## src/rtl/ivc_pkg.sv

```systemverilog
package ivc_pkg;
  localparam int NSRC   = 13;
  localparam int IDXW   = $clog2(NSRC);
  localparam int BYTE_W = 8;
  localparam int PC_W   = 2 * BYTE_W;
  localparam int EXT0_IDX = 0;
  localparam int EXT1_IDX = 2;
  localparam int WAKE_IDX = 12;

  typedef enum logic [2:0] {
    ST_IDLE, ST_CONF, ST_PUSH_LO, ST_PUSH_HI, ST_CALL,
    ST_POP_HI, ST_POP_LO, ST_RLOAD
  } ivc_state_e;

  // vector address by source index
  function automatic logic [PC_W-1:0] vec_of(input logic [IDXW-1:0] idx);
    logic [IDXW-1:0] off;
    if (idx == IDXW'(WAKE_IDX)) return PC_W'(16'h007B);
    if (idx < IDXW'(6)) return PC_W'({idx, 3'b011});
    off = idx - IDXW'(6);
    return PC_W'(16'h0043) + PC_W'({off, 3'b000});
  endfunction
endpackage

```

## src/rtl/ivc_arbiter.sv

```systemverilog
module ivc_arbiter
  import ivc_pkg::*;
#(
  parameter int N  = NSRC,
  parameter int IW = IDXW
) (
  input  logic          clk,
  input  logic          rst_n,
  input  logic [N-1:0]  req,
  input  logic [N-1:0]  en,
  input  logic [N-1:0]  hi,
  input  logic          glob_en,
  input  logic          blk_hi,
  input  logic          blk_lo,
  output logic          win_valid,
  output logic          win_lvl,
  output logic [IW-1:0] win_idx
);
  logic [N-1:0] live, hi_ok, lo_ok;

  assign live  = req & en & {N{glob_en}};
  assign hi_ok = blk_hi ? '0 : (live & hi);
  assign lo_ok = blk_lo ? '0 : (live & ~hi);

  always_comb begin
    win_valid = 1'b0;
    win_lvl   = 1'b0;
    win_idx   = '0;
    for (int i = N - 1; i >= 0; i--) begin
      if (lo_ok[i]) begin
        win_valid = 1'b1;
        win_lvl   = 1'b0;
        win_idx   = IW'(i);
      end
    end
    for (int i = N - 1; i >= 0; i--) begin
      if (hi_ok[i]) begin
        win_valid = 1'b1;
        win_lvl   = 1'b1;
        win_idx   = IW'(i);
      end
    end
  end

  // a grant never lands on a blocked level
  a_r4_level_block: assert property (@(posedge clk) disable iff (!rst_n)
    win_valid |-> (win_lvl ? !blk_hi : !blk_lo));
  // the granted source is really live
  a_r2_live_grant: assert property (@(posedge clk) disable iff (!rst_n)
    win_valid |-> (req[win_idx] && en[win_idx] && glob_en && (hi[win_idx] == win_lvl)));
endmodule

```

## src/rtl/ivc_level_track.sv

```systemverilog
module ivc_level_track (
  input  logic clk,
  input  logic rst_n,
  input  logic set_en,
  input  logic set_lvl,
  input  logic clr_en,
  output logic blk_hi,
  output logic blk_lo
);
  logic [1:0] inprog;

  always_ff @(posedge clk or negedge rst_n) begin
    if (!rst_n) begin
      inprog <= 2'b00;
    end else if (set_en) begin
      inprog[set_lvl] <= 1'b1;
    end else if (clr_en) begin
      if (inprog[1]) inprog[1] <= 1'b0;
      else           inprog[0] <= 1'b0;
    end
  end

  assign blk_hi = inprog[1];
  assign blk_lo = |inprog;

  // acknowledge marks the winner's level
  a_r6_level_set: assert property (@(posedge clk) disable iff (!rst_n)
    set_en |=> inprog[$past(set_lvl)]);
  // release removes the top level first
  a_r9_release_top: assert property (@(posedge clk) disable iff (!rst_n)
    (clr_en && !set_en && inprog[1]) |=> (!inprog[1] && inprog[0] == $past(inprog[0])));
  a_r6_no_overlap: assert property (@(posedge clk) disable iff (!rst_n)
    !(set_en && clr_en));
endmodule

```

## src/rtl/ivc_sequencer.sv

```systemverilog
module ivc_sequencer
  import ivc_pkg::*;
(
  input  logic              clk,
  input  logic              rst_n,
  input  logic              instr_bnd,
  input  logic              ret_reti,
  input  logic              ret_plain,
  input  logic              win_valid,
  input  logic              win_lvl,
  input  logic [IDXW-1:0]   win_idx,
  input  logic [PC_W-1:0]   pc_now,
  output logic              push_valid,
  input  logic              push_ready,
  output logic [BYTE_W-1:0] push_data,
  input  logic              pop_valid,
  output logic              pop_ready,
  input  logic [BYTE_W-1:0] pop_data,
  output logic              pc_load,
  output logic [PC_W-1:0]   pc_target,
  output logic              ack,
  output logic [IDXW-1:0]   ack_idx,
  output logic              ack_lvl,
  output logic              release_lvl,
  output logic              busy
);
  ivc_state_e        st;
  logic [IDXW-1:0]   cand_idx;
  logic              cand_lvl;
  logic [PC_W-1:0]   pc_cap;
  logic [PC_W-1:0]   pop_buf;
  logic              is_reti;

  always_ff @(posedge clk or negedge rst_n) begin
    if (!rst_n) begin
      st       <= ST_IDLE;
      cand_idx <= '0;
      cand_lvl <= 1'b0;
      pc_cap   <= '0;
      pop_buf  <= '0;
      is_reti  <= 1'b0;
    end else begin
      unique case (st)
        ST_IDLE: begin
          if (ret_reti || ret_plain) begin
            is_reti <= ret_reti;
            st      <= ST_POP_HI;
          end else if (instr_bnd && win_valid) begin
            cand_idx <= win_idx;
            cand_lvl <= win_lvl;
            pc_cap   <= pc_now;
            st       <= ST_CONF;
          end
        end
        ST_CONF: begin
          // a high-level request arriving now overrides a low-level pick
          if (win_valid && win_lvl && !cand_lvl) begin
            cand_idx <= win_idx;
            cand_lvl <= 1'b1;
          end
          st <= ST_PUSH_LO;
        end
        ST_PUSH_LO: if (push_ready) st <= ST_PUSH_HI;
        ST_PUSH_HI: if (push_ready) st <= ST_CALL;
        ST_CALL:    st <= ST_IDLE;
        ST_POP_HI: begin
          if (pop_valid) begin
            pop_buf[PC_W-1:BYTE_W] <= pop_data;
            st <= ST_POP_LO;
          end
        end
        ST_POP_LO: begin
          if (pop_valid) begin
            pop_buf[BYTE_W-1:0] <= pop_data;
            st <= ST_RLOAD;
          end
        end
        ST_RLOAD:   st <= ST_IDLE;
        default:    st <= ST_IDLE;
      endcase
    end
  end

  assign busy        = (st != ST_IDLE);
  assign push_valid  = (st == ST_PUSH_LO) || (st == ST_PUSH_HI);
  assign push_data   = (st == ST_PUSH_HI) ? pc_cap[PC_W-1:BYTE_W] : pc_cap[BYTE_W-1:0];
  assign pop_ready   = (st == ST_POP_HI) || (st == ST_POP_LO);
  assign ack         = (st == ST_CALL);
  assign pc_load     = (st == ST_CALL) || (st == ST_RLOAD);
  assign pc_target   = (st == ST_CALL) ? vec_of(cand_idx) : pop_buf;
  assign ack_idx     = cand_idx;
  assign ack_lvl     = cand_lvl;
  assign release_lvl = (st == ST_RLOAD) && is_reti;

  // push byte held under back-pressure
  a_r5_push_hold: assert property (@(posedge clk) disable iff (!rst_n)
    (push_valid && !push_ready) |=> (push_valid && $stable(push_data)));
  // acknowledge is a single-cycle load
  a_r6_ack_pulse: assert property (@(posedge clk) disable iff (!rst_n)
    ack |=> !ack);
  // pop port waits for data
  a_r9_pop_wait: assert property (@(posedge clk) disable iff (!rst_n)
    (pop_ready && !pop_valid) |=> pop_ready);
  // the two ports are never active together
  a_r11_one_port: assert property (@(posedge clk) disable iff (!rst_n)
    !(push_valid && pop_ready));
endmodule

```

## src/rtl/irq_vector_ctrl.sv

```systemverilog
module irq_vector_ctrl
  import ivc_pkg::*;
(
  input  logic              clk,
  input  logic              rst_n,
  input  logic [NSRC-1:0]   req,
  input  logic [NSRC-1:0]   src_en,
  input  logic [NSRC-1:0]   src_hi,
  input  logic              glob_en,
  input  logic [1:0]        ext_edge,
  input  logic              instr_bnd,
  input  logic [PC_W-1:0]   pc_now,
  output logic              push_valid,
  input  logic              push_ready,
  output logic [BYTE_W-1:0] push_data,
  input  logic              ret_reti,
  input  logic              ret_plain,
  input  logic              pop_valid,
  output logic              pop_ready,
  input  logic [BYTE_W-1:0] pop_data,
  output logic              pc_load,
  output logic [PC_W-1:0]   pc_target,
  output logic              ack,
  output logic [NSRC-1:0]   flag_clr,
  output logic              busy
);
  logic            blk_hi, blk_lo;
  logic            win_valid, win_lvl;
  logic [IDXW-1:0] win_idx;
  logic [IDXW-1:0] ack_idx;
  logic            ack_lvl;
  logic            release_lvl;

  ivc_arbiter #(.N(NSRC), .IW(IDXW)) u_arb (
    .clk(clk), .rst_n(rst_n),
    .req(req), .en(src_en), .hi(src_hi), .glob_en(glob_en),
    .blk_hi(blk_hi), .blk_lo(blk_lo),
    .win_valid(win_valid), .win_lvl(win_lvl), .win_idx(win_idx)
  );

  ivc_level_track u_lvl (
    .clk(clk), .rst_n(rst_n),
    .set_en(ack), .set_lvl(ack_lvl), .clr_en(release_lvl),
    .blk_hi(blk_hi), .blk_lo(blk_lo)
  );

  ivc_sequencer u_seq (
    .clk(clk), .rst_n(rst_n),
    .instr_bnd(instr_bnd), .ret_reti(ret_reti), .ret_plain(ret_plain),
    .win_valid(win_valid), .win_lvl(win_lvl), .win_idx(win_idx),
    .pc_now(pc_now),
    .push_valid(push_valid), .push_ready(push_ready), .push_data(push_data),
    .pop_valid(pop_valid), .pop_ready(pop_ready), .pop_data(pop_data),
    .pc_load(pc_load), .pc_target(pc_target),
    .ack(ack), .ack_idx(ack_idx), .ack_lvl(ack_lvl),
    .release_lvl(release_lvl), .busy(busy)
  );

  // only edge-mode external inputs get a hardware clear
  always_comb begin
    flag_clr = '0;
    if (ack) begin
      if (ack_idx == IDXW'(EXT0_IDX) && ext_edge[0]) flag_clr[EXT0_IDX] = 1'b1;
      if (ack_idx == IDXW'(EXT1_IDX) && ext_edge[1]) flag_clr[EXT1_IDX] = 1'b1;
    end
  end

  // clears only with ack and at most one bit
  a_r8_clr_with_ack: assert property (@(posedge clk) disable iff (!rst_n)
    (|flag_clr) |-> (ack && $onehot0(flag_clr)));
  // a return load never carries an acknowledge
  a_r10_ret_no_ack: assert property (@(posedge clk) disable iff (!rst_n)
    (pc_load && !ack) |-> !push_valid);
endmodule

```

## config.mk

```make
export PLATFORM = sky130hd
export DESIGN_NAME = irq_vector_ctrl
export DESIGN_NICKNAME = d
export VERILOG_FILES = /design/src/rtl/ivc_pkg.sv /design/src/rtl/ivc_arbiter.sv /design/src/rtl/ivc_level_track.sv /design/src/rtl/ivc_sequencer.sv /design/src/rtl/irq_vector_ctrl.sv
export SDC_FILE = /design/constraint.sdc
export NUM_CORES = 1
export LEC_CHECK = 0
export BUFFER_PORTS_ARGS = -buffer_cell sky130_fd_sc_hd__buf_2
export CAP_MARGIN = 10
export CORE_MARGIN = 10
export CORE_UTILIZATION = 39
export DETAILED_ROUTE_END_ITERATION = 8
export GPL_ROUTABILITY_DRIVEN = 0
export MAX_ROUTING_LAYER = met4
export PLACE_DENSITY = 0.66
export SLEW_MARGIN = 10
export SYNTH_ARGS = -nofsm -noshare
export SYNTH_HDL_FRONTEND = slang
export SYNTH_SLANG_ARGS = --single-unit
```

## constraint.sdc

```tcl
create_clock -name clk -period 5.5 [get_ports clk]
set_input_delay 0.55 -clock clk [delete_from_list [all_inputs] [get_ports clk]]
set_output_delay 0.55 -clock clk [all_outputs]
set_load 0.01 [all_outputs]
```

==> summary.txt <==
Status
  – Status: finished, final reports clean

Timing
  – Slew HR: 36.14%
  – Period utilization: 51.95%
  – Final setup vio count: 0
  – Minimum clock period: roughly 2.9 ns
  – Final setup TNS: 0 ns
  – Final Skew: 0.004170 ns
  – Peak Freq: 350.0 MHz
  – Final Hold Viols: 0
  – Slew @ Worst Pin: 0.9579 ns
  – Unrepaired setup endpoints after global routing: false
  – WHS: 0.3966 ns
  – Slew Viols, Final: 0

CTS
  – Clk buf depth: 2
  – Worst skew pair latency: 0.30 ns
  – Clk sinks: 43
  – Num CTS Buffers: 5
  – Clock-pin slew on the worst setup and hold paths: 0.08 ns
  – CTS tree: yes
  – Post_cts resized: 0
  – Root buf cell: clkbuf_8
  – Postcts setup bufs: 0
  – Post-CTS Hold Fix Bufs: 0
  – Htree depth: 2

Cells and area
  – Area Overhead vs Synth: 20.12%
  – Post-layout util: about half
  – Share of layout cells above drive strength 1: 42.07%
  – Multi-input gate area: 1748 um2
  – Finished Cell Area: 3571 um2
  – Register area: ~1100 um2
  – Fin nets: 470
  – Fill cell count: 740
  – Antenna Cells: 0

Pwr
  – P_leak: 1.673 nW
  – VDD IR max: 0.2218 mV
  – PwrDens: a little over 400 nW/um2

Logic synthesis
  – Synth cell types: 65
  – Predominant post-synthesis flop cell: dfrtp_1
  – Synthesized instance count: between 300 and 400
  – Average size of a mapped cell: ~9.9 um2
  – Post-Syn Area: 2973 um2
  – EDFF count, synth: 0
  – Synth Warn #: 0
  – Async SR Flop Fraction: 100.0%
  – Yosys reg bits: 43
  – Sequential-to-total area share from yosys stat: 36.20%

Critical path
  – Kind of critical path: flop to output pin
  – Type of origin of the critical path: flop
  – Worst path cell trace: nand2_1 > inv_1 > nor2_1 > a31oi_1 > buf_2
  – Crit end category: output pin
  – Crit path DAT: 2.31 ns
  – Bufs and invs on worst path: 2
  – Worst EP required: 4.95 ns
  – Max incr delay on CP: 0.71 ns
  – Crit path max-delay family: flip-flops
  – Slowest stage cell, crit path: dfrtp_1
  – Worst-path fanout max: 21

Global route
  – Initial antenna violation count: 0
  – Number of global-route vias before repair: 2734
  – First-pass GRT wire length: 12890 um
  – Total gr overflow: 0
  – GRT Overall Usage: 13.83%
  – Pin count of the biggest net entering global routing: 44

Route
  – Residual DRC: 0
  – TritonRoute pass-1 iters: 4
  – Vias post-DR: 2597
  – Detail Route Antenna Nets: 0
  – Routed vias/inst: 5.236
  – Detailed Route WL: 7865 um
  – Initial DRC count: 104
  – WL per Instance: 15.86 um

Place
  – Port Buffers: 103
  – Cell Area, Placed: 3490 um2
  – Hpwl dp: 6272 um

Floorplanning
  – # IOs: 115
  – FP Rows: 31
  – Die H: roughly 110 um
  – Core area: 7331 um2
  – Die ar.: 11520 um2
  – Die W: ~110 um
  – Initial Util: about two fifths

Hold path
  – Class of the worst hold path: input pin to async pin

Run
  – Total of max-cap violations: 0
worst paths after layout:
| check | startpoint | to | slack (ns) | cells past startpoint |
|---|---|---|---|---|
| worst max-delay path | u_seq.st[2]$_DFFE_PN0P_ | pc_target[6] | 2.64 | 5 |
| worst min-delay path | rst_n | u_seq.pc_cap[5]$_DFFE_PN0P_ | 0.40 | 1 |
| worst max register to register | u_lvl.inprog[1]$_DFFE_PN0P_ | u_seq.ack_idx[3]$_DFFE_PN0P_ | 2.77 | 6 |
| worst min register to register | u_seq.pop_buf[14]$_DFFE_PN0P_ | u_seq.pop_buf[14]$_DFFE_PN0P_ | 0.51 | 1 |
| max in group asynchronous | rst_n | u_seq.pop_buf[5]$_DFFE_PN0P_ | 4.50 | 1 |
| min in group clk | pc_now[3] | u_seq.pc_cap[3]$_DFFE_PN0P_ | 0.48 | 2 |
layout by cell type, fill, tap and decap left out, drive strengths merged, types with 2 or more instances in the layout:
cell     netlist  routed
buf           15     103
dfrtp         43      43
mux2          42      42
nor2          20      20
a21oi         19      19
nand2         18      18
o21ai         16      16
nand3         13      13
and2          11      11
conb           1      11
nand3b        10      10
inv            7       7
clkbuf        10       7
nand2b         6       6
nand4          5       5
nor3           5       5
nor2b          4       4
a21boi         3       3
nand4b         3       3
a31oi          3       3
or2            3       3
a41oi          3       3
and4b          2       2
and3b          2       2
o211ai         2       2
or3            2       2
a211oi         2       2
mux2i          2       2
or2b           2       2
or3b           2       2
a2111oi        2       2
a21o           2       2
cells by family (layout without fill, tap and decap cells):
| family | Yosys count | in the layout | synth area share [%] |
|---|---|---|---|
| AO/OA/AOI/OAI | 65 | 65 | 16.37 |
| flip-flops | 43 | 43 | 36.20 |
| AND/OR/NAND/NOR | 115 | 115 | 22.64 |
| adder cells (fa/ha/maj) | 1 | 1 | 0.4208 |
| buffers and inverters | 32 | 118 | 6.271 |
| multiplexers | 44 | 44 | 17.97 |
| other | 1 | 11 | 0.1261 |
metrics by stage:
stage,total power [mW],worst slack (ns),std cells
2_1_floorplan,1.040,3.225,311
3_3_place_gp,1.261,2.644,488
3_5_place_dp,1.280,2.543,488
4_1_cts,1.482,2.592,496
5_1_grt,1.582,2.428,496
6_report,1.460,2.643,496
state kept, by name (all words and copies together) (netlist names):
register and count:
u_seq.pop_buf 16, u_seq.st 3, u_seq.ack_lvl 1, u_seq.is_reti 1, u_lvl.inprog 2, u_seq.ack_idx 4
u_seq.pc_cap 16
worst reg2reg max path, delay by kind of cell, from the launching register on:
kind             cells  cell delay, ns
multiplexers         1            0.30
AND/OR/NAND/NOR      2            0.62
flip-flops           1            0.45
AO/OA/AOI/OAI        3            1.25
layout make-up:
| cell class | count | share of cell area (%) |
|---|---|---|
| clock buffer | 7 | 2.137 |
| clock inverter | 1 | 0.1402 |
| multi-input combinational | 236 | 48.95 |
| tap | 99 | 3.469 |
| timing repair buffer | 103 | 14.44 |
| inverter | 7 | 0.7358 |
| sequential | 43 | 30.13 |
synth_stat cells, types with 3 or more instances:
master    instances  area [um2]
dfrtp_1          43        1076
mux2_2           31       349.1
nor2_1           20       75.07
a21oi_1          18       90.09
nand2_1          18       67.56
o21ai_0          16       80.08
nand3_1          13       65.06
and2_1           11       68.82
buf_4            11       82.58
mux2_4           11       165.2
clkbuf_1         10       37.54
nand3b_1         10       75.07
inv_1             7       26.28
nand2b_1          6       37.54
nand4_1           5       31.28
nor2b_1           4       25.02
nor3_1            4       20.02
a21boi_0          3       22.52
a31oi_1           3       18.77
nand4b_1          3       26.28
or2_2             3       18.77
per-layer routing:
| layer | vias to the layer above | GRT usage (%) | wire [um] |
|---|---|---|---|
| met3 | 8 | 2.934 | 421 |
| met5 | - | - | 0 |
| met1 | 1243 | 17.21 | 3551 |
| met4 | 0 | 3.772 | 79 |
| li1 | 1270 | - | - |
| met2 | 76 | 22.16 | 3812 |
power breakdown:
part           total, mW  leakage, nW  internal, mW  switching (mW)
Sequential         0.579        0.535         0.446           0.133
Clock              0.196       0.0422        0.0892           0.107
Combinational      0.685         1.10         0.346           0.339
(Power assumes the default switching activity.)
